## src/rtl/rseq_pkg.sv

```systemverilog
package rseq_pkg;
  parameter int RAIL_CNT = 4;
  localparam int LVL_W = $clog2(RAIL_CNT + 1);

  typedef struct packed {
    logic             clearAll;
    logic             step;
    logic             dropValid;
    logic [LVL_W-1:0] dropLevel;
    logic             readyOn;
    logic             readyOff;
  } seqCmd_t;
endpackage

```

## src/rtl/rail_seq_dp.sv

```systemverilog
module rail_seq_dp
  import rseq_pkg::*;
#(
  parameter int SYNC_STAGES = 2,
  parameter int MAIN_IDX    = 1
) (
  input  logic                clk,
  input  logic                rstN,
  input  logic                shdnN,
  input  logic                uvlo,
  input  logic [RAIL_CNT-1:0] upOk,
  input  logic [RAIL_CNT-1:0] fltLow,
  input  seqCmd_t             cmd,
  output logic                haltS,
  output logic [RAIL_CNT-1:0] upOkS,
  output logic [RAIL_CNT-1:0] fltS,
  output logic [LVL_W-1:0]    level,
  output logic [RAIL_CNT-1:0] railEn,
  output logic                rdy,
  output logic                ssRestart
);
  localparam int SW = 2 + 2 * RAIL_CNT;
  // synchronizer resets to "halt requested" so nothing powers up early
  localparam logic [SW-1:0] RST_VEC = SW'(1);

  logic [SW-1:0] rawVec;
  logic [SW-1:0] pipe [SYNC_STAGES];

  assign rawVec = {fltLow, upOk, uvlo, ~shdnN};

  for (genvar g = 0; g < SYNC_STAGES; g++) begin : gSync
    if (g == 0) begin : gFirst
      always_ff @(posedge clk or negedge rstN) begin
        if (!rstN) pipe[g] <= RST_VEC;
        else       pipe[g] <= rawVec;
      end
    end else begin : gNext
      always_ff @(posedge clk or negedge rstN) begin
        if (!rstN) pipe[g] <= RST_VEC;
        else       pipe[g] <= pipe[g-1];
      end
    end
  end

  assign haltS = pipe[SYNC_STAGES-1][0] | pipe[SYNC_STAGES-1][1];
  assign upOkS = pipe[SYNC_STAGES-1][2 +: RAIL_CNT];
  assign fltS  = pipe[SYNC_STAGES-1][2 + RAIL_CNT +: RAIL_CNT];

  always_ff @(posedge clk or negedge rstN) begin
    if (!rstN) begin
      level     <= '0;
      rdy       <= 1'b0;
      ssRestart <= 1'b0;
    end else begin
      ssRestart <= 1'b0;
      if (cmd.clearAll) begin
        level <= '0;
      end else if (cmd.dropValid) begin
        level <= cmd.dropLevel;
      end else if (cmd.step) begin
        level <= level + 1'b1;
        if (level == LVL_W'(MAIN_IDX)) ssRestart <= 1'b1;
      end
      if (cmd.readyOff)     rdy <= 1'b0;
      else if (cmd.readyOn) rdy <= 1'b1;
    end
  end

  for (genvar g = 0; g < RAIL_CNT; g++) begin : gEn
    assign railEn[g] = (level > LVL_W'(g));
  end

  // chain ordering
  for (genvar g = 1; g < RAIL_CNT; g++) begin : gOrd
    a_r4_chain_order: assert property (@(posedge clk) disable iff (!rstN)
      railEn[g] |-> railEn[g-1]);
  end

  a_r2_one_per_cycle: assert property (@(posedge clk) disable iff (!rstN)
    $countones(railEn) <= $countones($past(railEn)) + 1);

  a_r3_ready_full_chain: assert property (@(posedge clk) disable iff (!rstN)
    rdy |-> (&railEn));

  a_r3_ready_needs_up: assert property (@(posedge clk) disable iff (!rstN)
    $rose(rdy) |-> $past(upOkS[RAIL_CNT-1]));

  a_r5_ss_on_rise: assert property (@(posedge clk) disable iff (!rstN)
    $rose(railEn[MAIN_IDX]) |-> ssRestart);

  a_r5_ss_only_rise: assert property (@(posedge clk) disable iff (!rstN)
    ssRestart |-> $rose(railEn[MAIN_IDX]));

  a_r6_fault_drops_ready: assert property (@(posedge clk) disable iff (!rstN)
    (rdy && (|fltS) && !haltS) |=> !rdy);

  a_r8_no_drop_unready: assert property (@(posedge clk) disable iff (!rstN)
    (!rdy && !haltS) |=> ($countones(railEn) >= $countones($past(railEn))));

  a_r9_halt_clears: assert property (@(posedge clk) disable iff (!rstN)
    haltS |=> (railEn == '0 && !rdy));
endmodule

```

## src/rtl/rail_seq_ctrl.sv

```systemverilog
module rail_seq_ctrl
  import rseq_pkg::*;
(
  input  logic                clk,
  input  logic                rstN,
  input  logic                haltS,
  input  logic [RAIL_CNT-1:0] upOkS,
  input  logic [RAIL_CNT-1:0] fltS,
  input  logic [LVL_W-1:0]    level,
  output seqCmd_t             cmd
);
  typedef enum logic [1:0] {ST_OFF, ST_RAMP, ST_READY} seqState_t;

  seqState_t state, nxtState;
  logic curUp;
  logic [LVL_W-1:0] lowLvl;

  // power-up flag of the newest enabled rail
  always_comb begin
    curUp = 1'b0;
    for (int i = 0; i < RAIL_CNT; i++)
      if (level == LVL_W'(i + 1)) curUp = upOkS[i];
  end

  // lowest faulted rail: keep it and everything before it
  always_comb begin
    lowLvl = '0;
    for (int i = RAIL_CNT - 1; i >= 0; i--)
      if (fltS[i]) lowLvl = LVL_W'(i + 1);
  end

  always_comb begin
    cmd      = '0;
    nxtState = state;
    if (haltS) begin
      cmd.clearAll = 1'b1;
      cmd.readyOff = 1'b1;
      nxtState     = ST_OFF;
    end else begin
      unique case (state)
        ST_OFF: begin
          cmd.step = 1'b1;
          nxtState = ST_RAMP;
        end
        ST_RAMP: begin
          if (level != '0 && curUp) begin
            if (level == LVL_W'(RAIL_CNT)) begin
              cmd.readyOn = 1'b1;
              nxtState    = ST_READY;
            end else begin
              cmd.step = 1'b1;
            end
          end
        end
        ST_READY: begin
          if (|fltS) begin
            cmd.dropValid = 1'b1;
            cmd.dropLevel = lowLvl;
            cmd.readyOff  = 1'b1;
            nxtState      = ST_RAMP;
          end
        end
        default: nxtState = ST_OFF;
      endcase
    end
  end

  always_ff @(posedge clk or negedge rstN) begin
    if (!rstN) state <= ST_OFF;
    else       state <= nxtState;
  end

  a_r6_drop_keeps_fault: assert property (@(posedge clk) disable iff (!rstN)
    cmd.dropValid |-> (cmd.dropLevel != '0 && fltS[cmd.dropLevel - 1'b1]));

  a_r8_quiet_when_ramping: assert property (@(posedge clk) disable iff (!rstN)
    (state != ST_READY) |-> !cmd.dropValid);
endmodule

```

## src/rtl/rail_sequencer.sv

```systemverilog
module rail_sequencer
  import rseq_pkg::*;
#(
  parameter int SYNC_STAGES = 2,
  parameter int MAIN_IDX    = 1
) (
  input  logic                clk,
  input  logic                rstN,
  input  logic                shdnN,
  input  logic                uvlo,
  input  logic [RAIL_CNT-1:0] upOk,
  input  logic [RAIL_CNT-1:0] fltLow,
  output logic                refEn,
  output logic                mainEn,
  output logic                negEn,
  output logic                posEn,
  output logic                ssRestart,
  output logic                rdyPullLow
);
  seqCmd_t             cmd;
  logic                haltS;
  logic [RAIL_CNT-1:0] upOkS;
  logic [RAIL_CNT-1:0] fltS;
  logic [LVL_W-1:0]    level;
  logic [RAIL_CNT-1:0] railEn;
  logic                rdy;

  rail_seq_dp #(.SYNC_STAGES(SYNC_STAGES), .MAIN_IDX(MAIN_IDX)) uDp (
    .clk(clk), .rstN(rstN), .shdnN(shdnN), .uvlo(uvlo),
    .upOk(upOk), .fltLow(fltLow), .cmd(cmd),
    .haltS(haltS), .upOkS(upOkS), .fltS(fltS), .level(level),
    .railEn(railEn), .rdy(rdy), .ssRestart(ssRestart)
  );

  rail_seq_ctrl uCtrl (
    .clk(clk), .rstN(rstN), .haltS(haltS), .upOkS(upOkS),
    .fltS(fltS), .level(level), .cmd(cmd)
  );

  assign refEn      = railEn[0];
  assign mainEn     = railEn[1];
  assign negEn      = railEn[2];
  assign posEn      = railEn[3];
  assign rdyPullLow = rdy;
endmodule

```

## config.mk

```make
export PLATFORM = sky130hd
export DESIGN_NAME = rail_sequencer
export DESIGN_NICKNAME = d
export VERILOG_FILES = /design/src/rtl/rseq_pkg.sv /design/src/rtl/rail_seq_dp.sv /design/src/rtl/rail_seq_ctrl.sv /design/src/rtl/rail_sequencer.sv
export SDC_FILE = /design/constraint.sdc
export NUM_CORES = 1
export LEC_CHECK = 0
export BUFFER_PORTS_ARGS = -buffer_cell sky130_fd_sc_hd__buf_4
export CAP_MARGIN = 10
export CORE_ASPECT_RATIO = 1.75
export CORE_UTILIZATION = 28
export CTS_CLUSTER_DIAMETER = 100
export CTS_CLUSTER_SIZE = 10
export DETAILED_ROUTE_END_ITERATION = 12
export PLACE_DENSITY = 0.58
export SYNTH_ARGS = -nofsm -noshare
export SYNTH_HDL_FRONTEND = slang
export SYNTH_HIERARCHICAL = 1
export SYNTH_SLANG_ARGS = --single-unit
```

## constraint.sdc

```tcl
create_clock -name clk -period 2 [get_ports clk]
set_clock_uncertainty 0.15 [all_clocks]
set_input_delay 0.2 -clock clk [delete_from_list [all_inputs] [get_ports clk]]
set_output_delay 0.2 -clock clk [all_outputs]
set_load 0.01 [all_outputs]
```

Word level (Yosys, flattened, before mapping)
Index checks and enable logic that the tools add are counted.

storage, ports and cells
  register bits = 27
  bits in latches = 0
  memory bits (writable) = 0
  bits in read-only memories = 0
  logic and storage cells = 64
  memories = 0

operators by class
  $add $sub $neg = 1
  $mul = 0
  div/mod/pow operators = 0
  magnitude comparators = 4
  eq/ne operators = 9
  shift operators = 0
  mux-type cells = 35
  bitwise gates (word level) = 2
  reductions and logical operators = 7

operators with widths
  operator                                                        number
  2-to-1 mux 3 bit                                                7
  2-to-1 mux 1 bit                                                19
  inequality test 3 x 2 -> 1 bit (second input constant)          3
  2-to-1 mux 2 bit                                                4
  2-to-1 mux 4 bit                                                2
  == test 3 x 2 -> 1 bit (second input constant)                  2
  greater-than comparator 3 x 1 -> 1 bit (second input constant)  2
  greater-than comparator 3 x 2 -> 1 bit (second input constant)  2
  2-to-1 mux 6 bit                                                1
  one-hot mux 2 bit (3 select lines)                              1
  nonzero test 3 bit                                              2
  OR reduction 4 bit                                              1
  adder 3 x 1 -> 3 bit (second input constant)                    1
  == test 3 x 1 -> 1 bit (second input constant)                  1
  == test 3 bit (second input constant)                           1
  AND reduction 3 bit                                             1
  == test 2 x 1 -> 1 bit (second input constant)                  1
  == test 2 bit (second input constant)                           1
  zero test 2 bit                                                 1
  one-hot mux 1 bit (2 select lines)                              1
  nonzero test 2 bit                                              1
  logical AND 1 bit                                               1
  inverter 1 bit                                                  1
  bitwise OR 1 bit                                                1

Depth between registers and ports, before layout
Gate-level depths: netlist of run 1.

  depth after elaboration = 12
  gate-level depth with buffers = 6
  mapped depth without buffers = 5

Modules after synthesis
Netlist of run 1, hierarchy kept.

by module, submodules not included
  module         instances  cells an instance  area an instance (um^2)  sequential area each (um^2)
  rail_seq_dp    1          63                 898.4                    628.1
  rail_seq_ctrl  1          27                 234.0                    50.0

Worst setup path before layout of run 1
OpenSTA, ideal clock, no wires.

  kind = register to register
  start = register uDp.level[0]
  end = register uDp.level[1]
  arrival time = 1627 ps
  data required time = 1723 ps
  setup slack = 97 ps
  cell stages (with the launch flop) = 6
  path buffers = 0
  clock period less this slack = 1903 ps
  cell sequence = dfrtp_1 mux2_2 nand3b_1 a311oi_1 mux2i_1 a211oi_2

RTL lines
  item                    line               RTL
  start, declared         rail_seq_dp.sv:17  output logic [LVL_W-1:0] level,
  start signal, assigned  rail_seq_dp.sv:59  level <= cmd.dropLevel;
  start signal, assigned  rail_seq_dp.sv:61  level <= level + 1'b1;

==> results.py, run 1 <==
metrics = {
    "routing": {
        "dr_total_vias": 716,
        "drc": 0,
        "detailedRoute.firstIterationViolations": 9,
        "viasPerCell": 4.37,
        "drtPass1Iterations": 4,
        "wirelength_um": 1740,
        "detail_route.wl_per_cell_um": 10.6,
        "drtAntennaViolNets": 0,
    },
    "critical_path": {
        "reg2reg_setup_slack_ps": 180,
        "timing.critical_path.required_ps": 2020,
        "setup.worst_path.end_class": "flop",
        "crit_path_largest_cell_delay_ps": 360,
        "path_cells": "or2_2 -> or2_1 -> nor2_1 -> inv_1 -> a211oi_2",
        "worstPathArrival_ps": 1840,
        "crit_type": "reg2reg",
        "worst-path-max-fanout": 5,
        "crit_slowest_cell": "dfrtp_1",
        "start_kind": "flop",
    },
    "logic_synthesis": {
        "asyncSetResetFlopFracSynth_pct": 100,
        "syn_warnings": 6,
        "netlist.area_leader.share_pct": 55.2,
        "synth_fp_nets": 107,
        "synth_edf_count": 0,
        "synth.cells.most_frequent": "dfrtp_1, buf_4, inv_1, nor2_1",
        "yosys-top-cells-area": "dfrtp_1, buf_4, ha_1",
        "yosysTopAreaCell": "dfrtp_1",
        "yosys_register_bits": 27,
        "ys_types": 28,
        "synth.avg_cell_area_um2": 12.6,
        "ys_dominant_reg_cell": "dfrtp_1",
        "ys_seq_area_share_pct": 59.9,
        "post_synth_instance_area_mm2": 0.00113,
        "synth_cells": 90,
        "synthMostInstantiatedCell": "dfrtp_1",
    },
    "run_status": {
        "run_status": "completed",
    },
    "power": {
        "p_sw_share_pct": 20.4,
        "total_power_uw": 947,
        "vdd_ir_drop_max_v": 0.000515,
        "pwr-share-comb_pct": 7.7,
        "power.density_mw_per_mm2": 662,
        "sequentialPowerShare_pct": 61.4,
        "cell_internal_pwr_uw": 755,
        "power.share.clock_pct": 30.9,
        "total_leakage_power_uw": 0.000629,
        "power.net_switching_uw": 193,
    },
    "sta": {
        "post-route-period-util_pct": 91.2,
        "fmaxAchievable_ghz": 0.548,
        "min_period_ps": 1820,
        "worst-slew-pin-transition_ps": 332,
        "grt_setup_unrepaired": "no",
        "timing.final.max_slew_violations": 0,
        "finalWorstSetupSlack_ps": 176,
        "setup-violations-final": 0,
        "finalHoldViolCount": 0,
        "timing.slew.headroom_pct": 77.9,
        "timing.setup.tns_ps": 0,
    },
    "placed_design": {
        "gpl.final_weighted_congestion": 0.726,
        "port_buffers": 17,
        "dpl_worst_slack_ps": 154,
        "dpl_cell_area_mm2": 0.00127,
        "hpwl_after_dpl_um": 1250,
    },
    "clock_network": {
        "cts_root_buffer": "clkbuf_8",
        "clock_sink_count": 27,
        "h-tree-depth": 1,
        "clk_transition_reported_paths_ps": 90,
        "cts_inserted_buffers": 3,
        "clock_path_buffers": 2,
        "cts_tree": "built",
        "source_to_sink_clock_delay_at_the_later_pin_of_the_worst_skew_pair_ps": 260,
        "cts.repair_timing.setup_buffer_count": 0,
    },
    "die": {
        "initial_core_util_pct": 29.3,
        "ioPinCount": 18,
        "die-area_mm2": 0.00431,
        "dieWidth_um": 50.1,
        "num_rows": 30,
        "dieHeight_um": 86.1,
        "floorplan_core_area_mm2": 0.00387,
    },
    "finish": {
        "final_core_area_utilization_pct": 37.0,
        "layout-area-overhead-vs-synth_pct": 26.3,
        "design_area_mm2": 0.00143,
        "drive_above_1_share_pct": 28.4,
        "finalNetCount": 134,
        "antenna_cells_inserted": 0,
    },
    "min_path": {
        "min-delay-path-class": "reg2reg",
    },
    "grt": {
        "aggregate_global_routing_overflow": 0,
        "grt_start_max_net_pins": 28,
        "grt_usage_pct": 9.45,
        "first_global_vias": 759,
        "antenna_violations_before_repair": 0,
        "grt_pass1_wl_um": 3110,
    },
    "job": {
        "max_capacitance_violation_count": 0,
    },
}
[metal layers]
layer  global-route usage, %  share of wire, %  wire length [µm]  vias to the layer above
met5                       0                 0                 0                        -
met2                    17.8                55               963                       16
met1                    9.57                40               702                      352
met4                    4.68               1.6                28                        0
met3                    1.60               2.5                43                        4
li1                        -                 -                 -                      344
[cell families after synthesis]
family	after synthesis	share of synthesized area, %
flip-flops	27	59.9
adder cells (fa/ha/maj)	5	5.52
XOR/XNOR	1	0.774
buffers and inverters	15	7.96
multiplexers	2	1.88
AND/OR/NAND/NOR	29	16.2
AO/OA/AOI/OAI	11	7.73
[cells in the final DEF (no fill, tap or decap), drive strengths merged, types with 2 or more instances in the layout]
master | Yosys | layout
nand2 | 5 | 5
ha | 5 | 5
a311oi | 2 | 2
clkbuf | 0 | 4
or2 | 2 | 2
nor2 | 6 | 6
inv | 6 | 6
nor2b | 3 | 3
nor3 | 3 | 3
a211oi | 2 | 2
a21oi | 3 | 3
dlygate4sd3 | 0 | 11
dfstp | 2 | 2
dfrtp | 25 | 25
buf | 9 | 20
nand3b | 2 | 2
nor4 | 2 | 2
nand2b | 4 | 4
[what timing repair did]
item	in CTS	in global routing
resized for setup	0	0
hold endpoints to repair	37	0
endpoints found under the setup margin	0	0
hold buffers	11	0
[final cells by class]
cell class                 instances  area, µm²
clock buffer                       4       45.0
fill                             375       2440
inverter                           6       22.5
multi-input combinational         48        364
sequential                        27        678
tap                               48       60.1
timing repair buffer              31        260
[flip-flops by register name, indices dropped and copies added (netlist names)]
signal,cells
uCtrl/state,2
uDp/pipe,12
uDp/level,3
uDp/upOkS,4
uDp/fltS,4
uDp/rdy,1
uDp/ssRestart,1
[worst max-delay path: cells and delay by family, from the launching register on]
family / cells / cell delay [ps]
AO/OA/AOI/OAI: 1 / 250
AND/OR/NAND/NOR: 3 / 840
buffers and inverters: 1 / 130
flip-flops: 1 / 360
[final timing paths]
path,startpoint,endpoint,cells past startpoint
max in group asynchronous,rstN,uDp/pipe[0],2
setup reg to reg,uDp/pipe[1],uDp/level[0],5
setup / recovery,uDp/pipe[1],uDp/level[0],5
hold reg to reg,uDp/pipe[18],uDp/fltS[2],0
min in group asynchronous,rstN,uDp/upOkS[1],2
hold / removal,uDp/pipe[18],uDp/fltS[2],0
[power by group through the flow]
stage	Combinational [µW]	Sequential, µW	Clock [µW]
floorplan	36.2	587	0
global placement	54.3	591	0
detailed placement	56.6	593	0
CTS	73.6	582	306
global route	80.0	585	323
finish	72.5	582	293
[per-stage QoR]
stage	instances	hold slack, ps
3_5_place_dp	149	-20.9
4_1_cts	164	204
3_3_place_gp	149	-34.2
6_report	164	203
2_1_floorplan	90	-246
5_1_grt	164	208
Note: power is estimated with default switching activity, not from simulation.
==> run 2, diff against run 1 <==
--- a/config.mk
+++ b/config.mk
@@ -5,6 +5,7 @@
 export SDC_FILE = /design/constraint.sdc
 export NUM_CORES = 1
 export LEC_CHECK = 0
+export ABC_AREA = 1
 export BUFFER_PORTS_ARGS = -buffer_cell sky130_fd_sc_hd__buf_4
 export CAP_MARGIN = 10
 export CORE_ASPECT_RATIO = 1.75
==> run 2 against run 1 <==
  * Global-route usage shrank 0.57 points
  * Synthesized cell count grew 26%
  * First-iteration DRC count increased by 56%
  * Via count up 9.5%
  * Cell area grew 0.79%
  * Routed wire length up 0.12%
  * Largest cell class unchanged
  * Largest power group unchanged
==> results.py, run 2 <==
metrics = {
    "die": {
        "dieHeight_um": 87.5,
        "die-area_mm2": 0.00445,
        "dieWidth_um": 50.8,
        "floorplan_core_area_mm2": 0.00394,
        "initial_core_util_pct": 29.7,
        "ioPinCount": 18,
        "num_rows": 30,
    },
    "logic_synthesis": {
        "yosys_register_bits": 27,
        "syn_warnings": 6,
        "yosysTopAreaCell": "dfrtp_1",
        "post_synth_instance_area_mm2": 0.00117,
        "yosys-top-cells-area": "dfrtp_1, nand2_1, buf_4",
        "synth_edf_count": 0,
        "ys_dominant_reg_cell": "dfrtp_1",
        "ys_types": 23,
        "asyncSetResetFlopFracSynth_pct": 100,
        "synth_fp_nets": 130,
        "synth.cells.most_frequent": "dfrtp_1, nand2_1, nor2_1, buf_4, inv_1",
        "netlist.area_leader.share_pct": 53.5,
        "ys_seq_area_share_pct": 58.0,
        "synth_cells": 113,
        "synthMostInstantiatedCell": "dfrtp_1",
        "synth.avg_cell_area_um2": 10.3,
    },
    "critical_path": {
        "setup.worst_path.end_class": "output pin",
        "crit_path_largest_cell_delay_ps": 500,
        "worstPathArrival_ps": 1400,
        "worst-path-max-fanout": 10,
        "crit_slowest_cell": "dfrtp_1",
        "start_kind": "flop",
        "crit_top_cell": "ha_1",
        "path_cells": "ha_1 -> ha_1 -> nor2_1 -> buf_4",
        "timing.critical_path.required_ps": 1650,
        "reg2reg_setup_slack_ps": 330,
        "crit_type": "reg2out",
    },
    "routing": {
        "drtPass1Iterations": 4,
        "drc": 0,
        "viasPerCell": 4.26,
        "wirelength_um": 1740,
        "detailedRoute.firstIterationViolations": 14,
        "detail_route.wl_per_cell_um": 9.45,
        "dr_total_vias": 784,
        "drtAntennaViolNets": 0,
    },
    "finish": {
        "fin_cells": 184,
        "fillerInstances": 402,
        "most_used_cells_in_the_layout_excluding_fill_and_tap_cells": "dfrtp_1, nand2_1, buf_4",
        "largest_register_ffs": 12,
        "layout-area-overhead-vs-synth_pct": 23.3,
        "finalNetCount": 154,
        "drive_above_1_share_pct": 29.4,
        "final_common_cell": "dfrtp_1",
        "antenna_cells_inserted": 0,
        "largest-register": "uDp/pipe",
    },
    "clock_network": {
        "cts_tree": "built",
        "clk_transition_reported_paths_ps": 90,
        "post_cts_resized": 0,
        "clock_path_buffers": 2,
        "h-tree-depth": 1,
        "clock_sink_count": 27,
        "cts_inserted_buffers": 3,
        "cts_root_buffer": "clkbuf_8",
        "source_to_sink_clock_delay_at_the_later_pin_of_the_worst_skew_pair_ps": 260,
    },
    "grt": {
        "antenna_violations_before_repair": 0,
        "grt_pass1_wl_um": 2900,
        "first_global_vias": 719,
        "grt_start_max_net_pins": 28,
        "grt_usage_pct": 8.88,
        "aggregate_global_routing_overflow": 0,
    },
    "power": {
        "power.net_switching_uw": 205,
        "cell_internal_pwr_uw": 748,
        "power.share.clock_pct": 31.2,
        "vdd_ir_drop_max_v": 0.000488,
        "pwr-share-comb_pct": 7.9,
        "power.density_mw_per_mm2": 661,
        "total_leakage_power_uw": 0.000672,
        "p_sw_share_pct": 21.5,
        "sequentialPowerShare_pct": 60.9,
        "total_power_uw": 953,
    },
    "placed_design": {
        "dpl.cell_count": 169,
        "port_buffers": 17,
        "gpl.final_weighted_congestion": 0.814,
        "hpwl_after_dpl_um": 1260,
    },
    "sta": {
        "finalHoldViolCount": 0,
        "setup-violations-final": 0,
        "timing.slew.headroom_pct": 77.4,
        "timing.final.max_slew_violations": 0,
        "timing.setup.tns_ps": 0,
        "min_period_ps": 1750,
        "post-route-period-util_pct": 87.7,
        "fmaxAchievable_ghz": 0.570,
        "grt_setup_unrepaired": "no",
        "worst-slew-pin-transition_ps": 339,
    },
    "run_status": {
        "run_status": "completed",
    },
    "job": {
        "max_capacitance_violation_count": 0,
    },
    "min_path": {
        "min-delay-path-class": "reg2reg",
    },
}
[run 2: cell count changes in the layout (fill, tap and decap cells not counted), sizes merged, moves of 3 or more]
cell / before / now
inv: 6 / 12
nand2: 5 / 23
nand2b: 4 / 0
nand3: 0 / 7
nor2: 6 / 15
nor2b: 3 / 0
[run 2: path summary, 6_finish.rpt]
kind | cells past startpoint | to | startpoint
worst max-delay path | 4 | posEn | uDp/level[0]
worst min-delay path | 0 | uDp/fltS[3] | uDp/pipe[19]
min in group asynchronous | 2 | uDp/rdy | rstN
worst max register to register | 7 | uDp/level[0] | uDp/pipe[1]
worst min register to register | 0 | uDp/fltS[3] | uDp/pipe[19]
max in group asynchronous | 2 | uDp/pipe[0] | rstN
[run 2: cells by family after synthesis]
logic type,share of synthesized area (%)
adder cells (fa/ha/maj),5.35
AND/OR/NAND/NOR,21.3
flip-flops,58.0
AO/OA/AOI/OAI,4.50
buffers and inverters,10.8
[run 2: power groups by stage]
stage / logic [µW] / registers, µW / clock network, µW
6_report: 74.9 / 580 / 297
5_1_grt: 83.4 / 584 / 334
4_1_cts: 76.2 / 581 / 314
3_5_place_dp: 59.0 / 592 / 0
3_3_place_gp: 57.3 / 591 / 0
2_1_floorplan: 42.3 / 587 / 0
[run 2: timing repair]
item,in CTS,in global routing
endpoints found under the hold margin,37,0
hold buffers,11,0
setup buffers,0,0
[run 2: per-layer routing]
metal | GRT usage (%) | up-vias | wire length [µm]
met4 | 6.57 | 0 | 47
met2 | 16.7 | 24 | 987
met1 | 8.04 | 370 | 622
li1 | - | 386 | -
met3 | 1.75 | 4 | 81
met5 | 0 | - | 0
[run 2: critical path, delay by kind of cell (launching register included)]
family,cells,cell delay [ps]
buf+inv,1,120
flops,1,500
fa+ha+maj,2,420
simple gates,1,100
[run 2: cell type report]
cell class	count	area [µm²]	share of cell area [%]
inverters	12	47.5	3.30
clock buffers	3	41.3	2.86
well taps	48	60.1	4.17
multi-input cells	64	364	25.3
repair buffers	29	245	17.0
flip-flops and latches	27	678	47.0
clock inverters	1	5.00	0.347
[run 2: through the flow]
step	worst slack, ps	util, %	instance area [µm²]	hold WS [ps]
4_1_cts	219	36.6	1440	206
3_3_place_gp	400	32.6	1280	-24.3
6_report	245	36.6	1440	203
5_1_grt	139	36.6	1440	212
2_1_floorplan	509	-	1170	-246
3_5_place_dp	328	32.6	1280	-19.2
